$ cat config.mk
export PLATFORM = sky130hd
export DESIGN_NAME = int_addsub_unit
export DESIGN_NICKNAME = d
export VERILOG_FILES = /design/src/rtl/addsub_pkg.sv /design/src/rtl/addsub_opnd_sel.sv /design/src/rtl/addsub_seg_adder.sv /design/src/rtl/addsub_cond_nibble.sv /design/src/rtl/int_addsub_unit.sv
export SDC_FILE = /design/constraint.sdc
export NUM_CORES = 1
export LEC_CHECK = 0
export BUFFER_PORTS_ARGS = -buffer_cell sky130_fd_sc_hd__clkbuf_2
export CAP_MARGIN = 40
export CORE_ASPECT_RATIO = 1.2
export CORE_MARGIN = 5
export CORE_UTILIZATION = 55
export CTS_BUF_LIST = sky130_fd_sc_hd__clkbuf_16
export DETAILED_ROUTE_END_ITERATION = 6
export PLACE_DENSITY = 0.84
export SLEW_MARGIN = 20
export SYNTH_ARGS = -nofsm -noshare
export SYNTH_HDL_FRONTEND = slang
export SYNTH_SLANG_ARGS = --single-unit
$ cat constraint.sdc
create_clock -name clk -period 1 [get_ports clk]
set_clock_uncertainty 0.05 [all_clocks]
set_input_delay 0.05 -clock clk [delete_from_list [all_inputs] [get_ports clk]]
set_output_delay 0.05 -clock clk [all_outputs]
set_load 0.03 [all_outputs]
$ cat src/rtl/addsub_pkg.sv
package addsub_pkg;

  typedef enum logic [2:0] {
    OP_ADD   = 3'd0,
    OP_SUBF  = 3'd1,
    OP_ADDE  = 3'd2,
    OP_ADDM1 = 3'd3,
    OP_ADDZ  = 3'd4,
    OP_ADDI  = 3'd5,
    OP_ADDIH = 3'd6,
    OP_SUBFI = 3'd7
  } addsub_op_e;

  // register-register forms: carry overflow and record qualifiers
  function automatic logic op_has_ov(addsub_op_e op);
    return (op == OP_ADD) || (op == OP_SUBF) || (op == OP_ADDE) ||
           (op == OP_ADDM1) || (op == OP_ADDZ);
  endfunction

  function automatic logic op_sets_carry(addsub_op_e op);
    return (op == OP_ADDE) || (op == OP_ADDM1) || (op == OP_ADDZ) ||
           (op == OP_SUBFI);
  endfunction

endpackage

$ cat src/rtl/addsub_opnd_sel.sv
module addsub_opnd_sel
  import addsub_pkg::*;
#(
  parameter int XLEN = 64,
  parameter int IMMW = 16
) (
  input  addsub_op_e        op,
  input  logic [XLEN-1:0]   a,
  input  logic [XLEN-1:0]   b,
  input  logic [IMMW-1:0]   imm,
  input  logic              ra_zero,
  input  logic              ca_in,
  output logic [XLEN-1:0]   a_eff,
  output logic [XLEN-1:0]   b_eff,
  output logic              cin
);

  logic [XLEN-1:0] imm_sx;
  logic [XLEN-1:0] imm_hi;
  logic [XLEN-1:0] a_base;

  always_comb begin
    imm_sx = {{(XLEN-IMMW){imm[IMMW-1]}}, imm};
    imm_hi = imm_sx << IMMW;
    a_base = ra_zero ? '0 : a;
    a_eff  = a;
    b_eff  = b;
    cin    = 1'b0;
    unique case (op)
      OP_ADD:   begin a_eff = a;      b_eff = b;      cin = 1'b0;  end
      OP_SUBF:  begin a_eff = ~a;     b_eff = b;      cin = 1'b1;  end
      OP_ADDE:  begin a_eff = a;      b_eff = b;      cin = ca_in; end
      OP_ADDM1: begin a_eff = a;      b_eff = '1;     cin = ca_in; end
      OP_ADDZ:  begin a_eff = a;      b_eff = '0;     cin = ca_in; end
      OP_ADDI:  begin a_eff = a_base; b_eff = imm_sx; cin = 1'b0;  end
      OP_ADDIH: begin a_eff = a_base; b_eff = imm_hi; cin = 1'b0;  end
      OP_SUBFI: begin a_eff = ~a;     b_eff = imm_sx; cin = 1'b1;  end
      default:  begin a_eff = a;      b_eff = b;      cin = 1'b0;  end
    endcase
  end

endmodule

$ cat src/rtl/addsub_seg_adder.sv
module addsub_seg_adder #(
  parameter int XLEN  = 64,
  parameter int SEG_W = 32
) (
  input  logic [XLEN-1:0]            a_eff,
  input  logic [XLEN-1:0]            b_eff,
  input  logic                       cin,
  output logic [XLEN-1:0]            sum,
  output logic [(XLEN/SEG_W)-1:0]    carry_seg,
  output logic [(XLEN/SEG_W)-1:0]    ovf_seg
);

  localparam int NSEG = XLEN / SEG_W;

  logic [NSEG:0] cy;
  assign cy[0] = cin;

  for (genvar g = 0; g < NSEG; g++) begin : g_seg
    logic [SEG_W:0] part;
    assign part = {1'b0, a_eff[g*SEG_W +: SEG_W]} +
                  {1'b0, b_eff[g*SEG_W +: SEG_W]} +
                  {{SEG_W{1'b0}}, cy[g]};
    assign sum[g*SEG_W +: SEG_W] = part[SEG_W-1:0];
    assign cy[g+1]      = part[SEG_W];
    assign carry_seg[g] = part[SEG_W];
    // signed overflow of everything below this boundary
    assign ovf_seg[g] = (part[SEG_W] ^ part[SEG_W-1]) &
                        ~(a_eff[(g+1)*SEG_W-1] ^ b_eff[(g+1)*SEG_W-1]);
  end

endmodule

$ cat src/rtl/addsub_cond_nibble.sv
module addsub_cond_nibble #(
  parameter int XLEN = 64
) (
  input  logic [XLEN-1:0] sum,
  input  logic            so_bit,
  input  logic            rec_on,
  output logic [3:0]      nib
);

  logic neg, zero, pos;

  always_comb begin
    neg  = sum[XLEN-1];
    zero = (sum == '0);
    pos  = ~neg & ~zero;
    nib  = rec_on ? {neg, pos, zero, so_bit} : 4'b0000;
  end


  always_comb begin
    if (rec_on) begin
      cond_onehot_chk: assert ($onehot({nib[3], nib[2], nib[1]}));
    end
  end

endmodule

$ cat src/rtl/int_addsub_unit.sv
module int_addsub_unit
  import addsub_pkg::*;
#(
  parameter int XLEN  = 64,
  parameter int SEG_W = 32,
  parameter int IMMW  = 16
) (
  input  logic            clk,
  input  logic            rst_n,
  input  logic            in_valid,
  input  logic [2:0]      op_sel,
  input  logic            ov_en,
  input  logic            rec_en,
  input  logic            ra_zero,
  input  logic [XLEN-1:0] opnd_a,
  input  logic [XLEN-1:0] opnd_b,
  input  logic [IMMW-1:0] imm,
  input  logic            ca_in,
  input  logic            so_in,
  output logic            out_valid,
  output logic [XLEN-1:0] result,
  output logic [1:0]      ca_out,
  output logic            ca_we,
  output logic [1:0]      ov_out,
  output logic            ov_we,
  output logic            so_out,
  output logic [3:0]      cr_out,
  output logic            cr_we
);

  localparam int NSEG = XLEN / SEG_W;

  addsub_op_e        op;
  logic [XLEN-1:0]   a_eff, b_eff, sum;
  logic              cin;
  logic [NSEG-1:0]   carry_seg, ovf_seg;

  logic              ca_we_n, ov_we_n, cr_we_n, so_n;
  logic [1:0]        ca_n, ov_n;
  logic [3:0]        cr_n;

  assign op = addsub_op_e'(op_sel);

  addsub_opnd_sel #(.XLEN(XLEN), .IMMW(IMMW)) u_opnd (
    .op(op), .a(opnd_a), .b(opnd_b), .imm(imm), .ra_zero(ra_zero),
    .ca_in(ca_in), .a_eff(a_eff), .b_eff(b_eff), .cin(cin)
  );

  addsub_seg_adder #(.XLEN(XLEN), .SEG_W(SEG_W)) u_add (
    .a_eff(a_eff), .b_eff(b_eff), .cin(cin), .sum(sum),
    .carry_seg(carry_seg), .ovf_seg(ovf_seg)
  );

  // next-state flag selection
  always_comb begin
    ca_we_n = op_sets_carry(op);
    ov_we_n = ov_en & op_has_ov(op);
    cr_we_n = rec_en & op_has_ov(op);
    ca_n    = ca_we_n ? {carry_seg[0], carry_seg[NSEG-1]} : 2'b00;
    ov_n    = ov_we_n ? {ovf_seg[0], ovf_seg[NSEG-1]} : 2'b00;
    so_n    = so_in | (ov_we_n & ovf_seg[NSEG-1]);
  end

  addsub_cond_nibble #(.XLEN(XLEN)) u_cond (
    .sum(sum), .so_bit(so_n), .rec_on(cr_we_n), .nib(cr_n)
  );

  // valid register
  always_ff @(posedge clk or negedge rst_n) begin
    if (!rst_n) out_valid <= 1'b0;
    else        out_valid <= in_valid;
  end

  // data registers, clock-enabled by in_valid
  always_ff @(posedge clk or negedge rst_n) begin
    if (!rst_n) begin
      result <= '0;
      ca_out <= 2'b00;
      ca_we  <= 1'b0;
      ov_out <= 2'b00;
      ov_we  <= 1'b0;
      so_out <= 1'b0;
      cr_out <= 4'b0000;
      cr_we  <= 1'b0;
    end else if (in_valid) begin
      result <= sum;
      ca_out <= ca_n;
      ca_we  <= ca_we_n;
      ov_out <= ov_n;
      ov_we  <= ov_we_n;
      so_out <= so_n;
      cr_out <= cr_n;
      cr_we  <= cr_we_n;
    end
  end


  valid_follow_chk: assert property (@(posedge clk) disable iff (!rst_n)
    in_valid |=> out_valid);

  idle_hold_chk: assert property (@(posedge clk) disable iff (!rst_n)
    !in_valid |=> (!out_valid && $stable(result) && $stable(cr_out)));

  ov_gate_chk: assert property (@(posedge clk) disable iff (!rst_n)
    !ov_we |-> (ov_out == 2'b00));

  so_sticky_chk: assert property (@(posedge clk) disable iff (!rst_n)
    (in_valid && so_in) |=> so_out);

  cr_so_copy_chk: assert property (@(posedge clk) disable iff (!rst_n)
    cr_we |-> (cr_out[0] == so_out));

  addz_nocarry_chk: assert property (@(posedge clk) disable iff (!rst_n)
    (in_valid && op_sel == 3'd4 && !ca_in) |=> (ca_out == 2'b00));

endmodule

==> results.md, run 1 <==
* Placer Congestion at approximately 1.0
* Area of placed instances at about 12000 sq um
* Congestion Overflow GR at 96
* Synthesized Nets at roughly 1300
* GRT Overall Usage at 0.772
* Syn Area/Cell at 7.66 sq um
* Pin count of the biggest net entering global routing at 60
* Most area-hungry cell type in the Yosys netlist: dfrtp_1
* Most frequent cells after synthesis: 178 x nand2_1, 151 x o21ai_0, 88 x a21oi_1, 77 x dfrtp_1, 62 x ha_1
* Pre-CTS WS at -5.27 ns
* Largest cells by area after synthesis: dfrtp_1 23%, ha_1 9.2%, o21ai_0 9.0%
* Stage reached: 5_1_grt
* Synth cell types at 74
* Worst endpoint type: sequential cell input
* Post-synth EDFFs at 0
* H-tree depth at 3
* Stop err: [ERROR GRT-0232] Routing congestion too high. Check the congestion heatmap in the GUI.
* Total CTS buffers at 9
* Mapped Area at around 8400 sq um
* PortBufs at 231
* Row cnt at between 40 and 50
* Clock root cell: clkbuf_16
* Post-Synthesis Cells at ~1100
* Sequential area share after synthesis at 0.229
* Status: aborted with a tool error
* Flops & latches, synth at 77
* Starting Density at 0.559
* Die height at 145 microns
* Top-area cell type share of the netlist area at 0.229
* HPWL after DPL at between 20 and 30 mm
* Io pins at 232
* Ys async rst share at 1.00
* Die W at around 120 microns
* Longest Clk Path Bufs at 2
* Count leader, synth: nand2_1
* Synth warn at 0
* Top FF cell, synth: dfrtp_1
* GR repair worst EP: cr_out[1]$_DFFE_PN0P_/D
* Clock Sinks at between 70 and 80
==> layer usage <==
| metal | track usage | overflow |
|---|---|---|
| met2 | 0.901 | 59 |
| met4 | 0.792 | 31 |
| met3 | 0.643 | 3 |
| met1 | 0.779 | 3 |
| met5 | 0.193 | 0 |
==> timing repair <==
action | CTS
pin swaps | 44
buffers inserted | 14
resized for setup | 178
gates cloned | 0
setup endpoints to repair | 148
endpoints found under the hold margin | 79
hold buffers | 2
==> kinds of logic after synthesis <==
kind of cell	after synthesis	share of synthesized area
muxes	44	0.0584
buffers and inverters	100	0.0480
xor gates and xnor gates	51	0.0532
adders and majority gates	66	0.102
and+or+nand+nor	344	0.188
DFF	77	0.229
AOI/OAI and AO/OA	415	0.321
==> through the flow <==
| step | cells | utilization | setup TNS, ns |
|---|---|---|---|
| floorplan | 1097 | - | -216.94 |
| global placement | 1786 | 0.808 | -231.16 |
| detailed placement | 1786 | 0.808 | -239.45 |
| CTS | 1815 | 0.893 | -201.92 |
==> run 2, diff against run 1 <==
Settings changed: CORE_ASPECT_RATIO 1.2 to not set, CORE_UTILIZATION 55 to 40, CTS_BUF_LIST sky130_fd_sc_hd__clkbuf_16 to not set, PLACE_DENSITY 0.84 to not set, PLACE_DENSITY_LB_ADDON set to 0.15.
==> run 2 against run 1 <==
Effect of this change: the flow now finishes, with violations (negative setup slack); area after synthesis is the same; synthesized cell count did not move.
==> results.md, run 2 <==
* HPWL after DPL at 27.6 mm (-2.0%)
* Die area at around 24000 sq um
* Count leader, synth: nand2_1
* Worst IR Drop VDD at roughly 950 uV
* Crit Path Category: input pin to flop
* Io pins at 232 (unchanged)
* Critical Path Max Stage Delay at 0.56 ns
* Vias per inst at 5.47
* Endpoint type of the worst setup path: flop
* Ys async rst share at 1.00 (unchanged)
* Pwr/cell area at approximately 1900 nW/um^2
* Max reg flops at 64
* Mapped Area at 8400 sq um (unchanged)
* Post-Synthesis Cells at 1097 (unchanged)
* Met2 Wirelength at approximately 18 mm
* Starting Density at 0.403 (-0.156)
* Max-cap viol count at 0
* Pre-CTS WS at -5.27 ns (+0.000750 ns)
* Startpoint Class: input pin
* Share of cells above drive strength 1 at 0.520
* Sequential area share after synthesis at 0.229 (unchanged)
* FMAX at 175 MHz
* Clock Sinks at 77 (unchanged)
* Initial antenna violation count at 1
* CP top delay family: simple AND/OR/NAND/NOR gates
* Status: finished, violations left
* Row cnt at 53 (+8.2%)
* Most frequent cells in the layout: 367 x buf_4, 169 x nand2_1, 151 x clkbuf_2
* Worst path bufs/invs at 4
* Hold WS at 0.0931 ns
* Top-area cell type share of the netlist area at 0.229 (unchanged)
* Die W at 155 microns (+26%)
* Clock Latency Late Sink at about 0.35 ns
* Synth warn at 0 (unchanged)
* DR DRC count at 0
* Core Area at 20800 sq um
* Clock root cell: clkbuf_16
* CTS tree: yes
* Largest cells by area after synthesis: dfrtp_1 23%, ha_1 9.2%, o21ai_0 9.0%
* Met1 WL at ~15 mm
* Fill count at between 1500 and 2000
* WL per Instance at around 18 microns
* Iteration-0 DRC Markers at between 500 and 600
* Post-Route WL at ~36 mm
* Failing checks: negative setup slack
* Hold Path Class: input pin to flop
* Fin util at 0.731
* Final worst path period need at roughly 5.7 ns
* Longest Clk Path Bufs at 2 (unchanged)
* H-tree depth at 3 (unchanged)
* Cell mode on critical path: fa_2
* Synth cell types at 74 (unchanged)
* Vias in the first global route at approximately 11000
* GRT Overall Usage at 0.285
* Flops & latches, synth at 77 (unchanged)
* Most frequent cells after synthesis: 178 x nand2_1, 151 x o21ai_0, 88 x a21oi_1, 77 x dfrtp_1, 62 x ha_1
* Setup TNS at -208.34 ns
* First-pass GRT wire length at roughly 55 mm
* Routed Antenna Nets at 0
* Slowest stage cell, crit path: or4_4
* Critical Path AT at between 5 and 6 ns
* Final setup violation count at approximately 130
* PortBufs at 231 (unchanged)
* Final Non-Filler Cells at roughly 2000
* Clk slew on worst S/H paths at 0.07 ns
* Congestion Overflow GR at 0
* Period utilization at 5.70
* Crit-path max FO at 6
* LEAKAGE at just over 7 nW
* Vias post-DR at ~11000
* Syn Area/Cell at 7.66 sq um (unchanged)
* WP data required at ~1.2 ns
* Pre-Repair DR Iteration Count at 5
* Total CTS buffers at 9 (unchanged)
* Top FF cell, synth: dfrtp_1
* Rel. slew slack at 0.625
* Most common cell after layout, fill and taps aside: buf_4
* Final worst slack at -4.70 ns
* Largest regs: result: 64 flops, cr_out: 4 flops
* Worst slew pin tran at roughly 0.56 ns
* Final #Nets at between 1500 and 2000
* Most area-hungry cell type in the Yosys netlist: dfrtp_1
* Die height at 155 microns (+6.6%)
* Unrepaired setup endpoints after global routing: yes
* Post-synth EDFFs at 0 (unchanged)
* Most flop-heavy register: result
* Area grow syn2layout at 81.2%
* Routed wl met3 at about 2.1 mm
* Pins Over Slew Limit at 0
* Inst Count DP at 1891 (+5.9%)
* Pin count of the biggest net entering global routing at 47
* Placer Congestion at 0.964 (-5.6%)
* Synthesized Nets at 1318 (unchanged)
* Final hold viol count at 0
* Highest Signal Layer: met4
[run 2: cell counts after synthesis]
No cell type changed its count.
[run 2: layout make-up]
class | count | area (sq um) | area share
antenna | 1 | 2.50 | 0.000164
clock buffer | 10 | 229 | 0.0150
clock inverter | 6 | 95.1 | 0.00625
inverter | 32 | 133 | 0.00871
multi-input combinational | 920 | 7250 | 0.476
sequential | 77 | 1930 | 0.127
tap | 275 | 344 | 0.0226
timing repair buffer | 642 | 5240 | 0.344
[run 2: worst min-delay path, stage by stage]
cell and delay (ns):
clkbuf_2 0.08, nand3_1 0.11, buf_4 0.15, o2bb2ai_2 0.06
[run 2: timing repair]
action / 4_1_cts / 5_1_grt
hold endpoints to repair: 79 / 0
hold buffers: 2 / 0
gates cloned: 0 / 2
gates resized for setup: 314 / 159
setup buffers: 47 / 22
pin swaps: 69 / 58
endpoints found under the setup margin: 151 / 152
[run 2: through the flow]
stage	area [sq um]	power, mW
after floorplan	8580	12.9
after global placement	12500	19.9
after detailed placement	12500	20.0
after CTS	14500	27.1
after global routing	15200	30.5
final	15200	29.0
[run 2: report_power, final]
part           internal (mW)  total [mW]  switching [mW]
clock                   2.22        3.71            1.49
combinational           10.4        20.1            9.66
sequential              4.18        5.19            1.01
total                   16.8        29.0            12.2
[run 2: cells by family after synthesis]
group,share of synthesized area
xor gates and xnor gates,0.0532
buffers and inverters,0.0480
DFF,0.229
AOI/OAI and AO/OA,0.321
and+or+nand+nor,0.188
muxes,0.0584
adders and majority gates,0.102
[run 2: worst paths after layout]
kind / start / end / slack (ns) / cells past startpoint
max in group asynchronous: rst_n / result[17] / 0.44 / 3
hold reg to reg: ca_we / ca_we / 0.45 / 1
hold / removal: rec_en / cr_out[3] / 0.09 / 4
min in group asynchronous: rst_n / cr_out[0] / 0.17 / 3
setup reg to reg: result[57] / result[57] / 0.02 / 2
setup / recovery: op_sel[2] / cr_out[1] / -4.70 / 32
[run 2: routing by layer]
metal,track usage,up-vias
li1,-,5203
met1,0.356,5114
met2,0.494,353
met3,0.0478,68
met4,0.103,0
met5,0,-
Note: power is estimated with default switching activity, not from simulation.
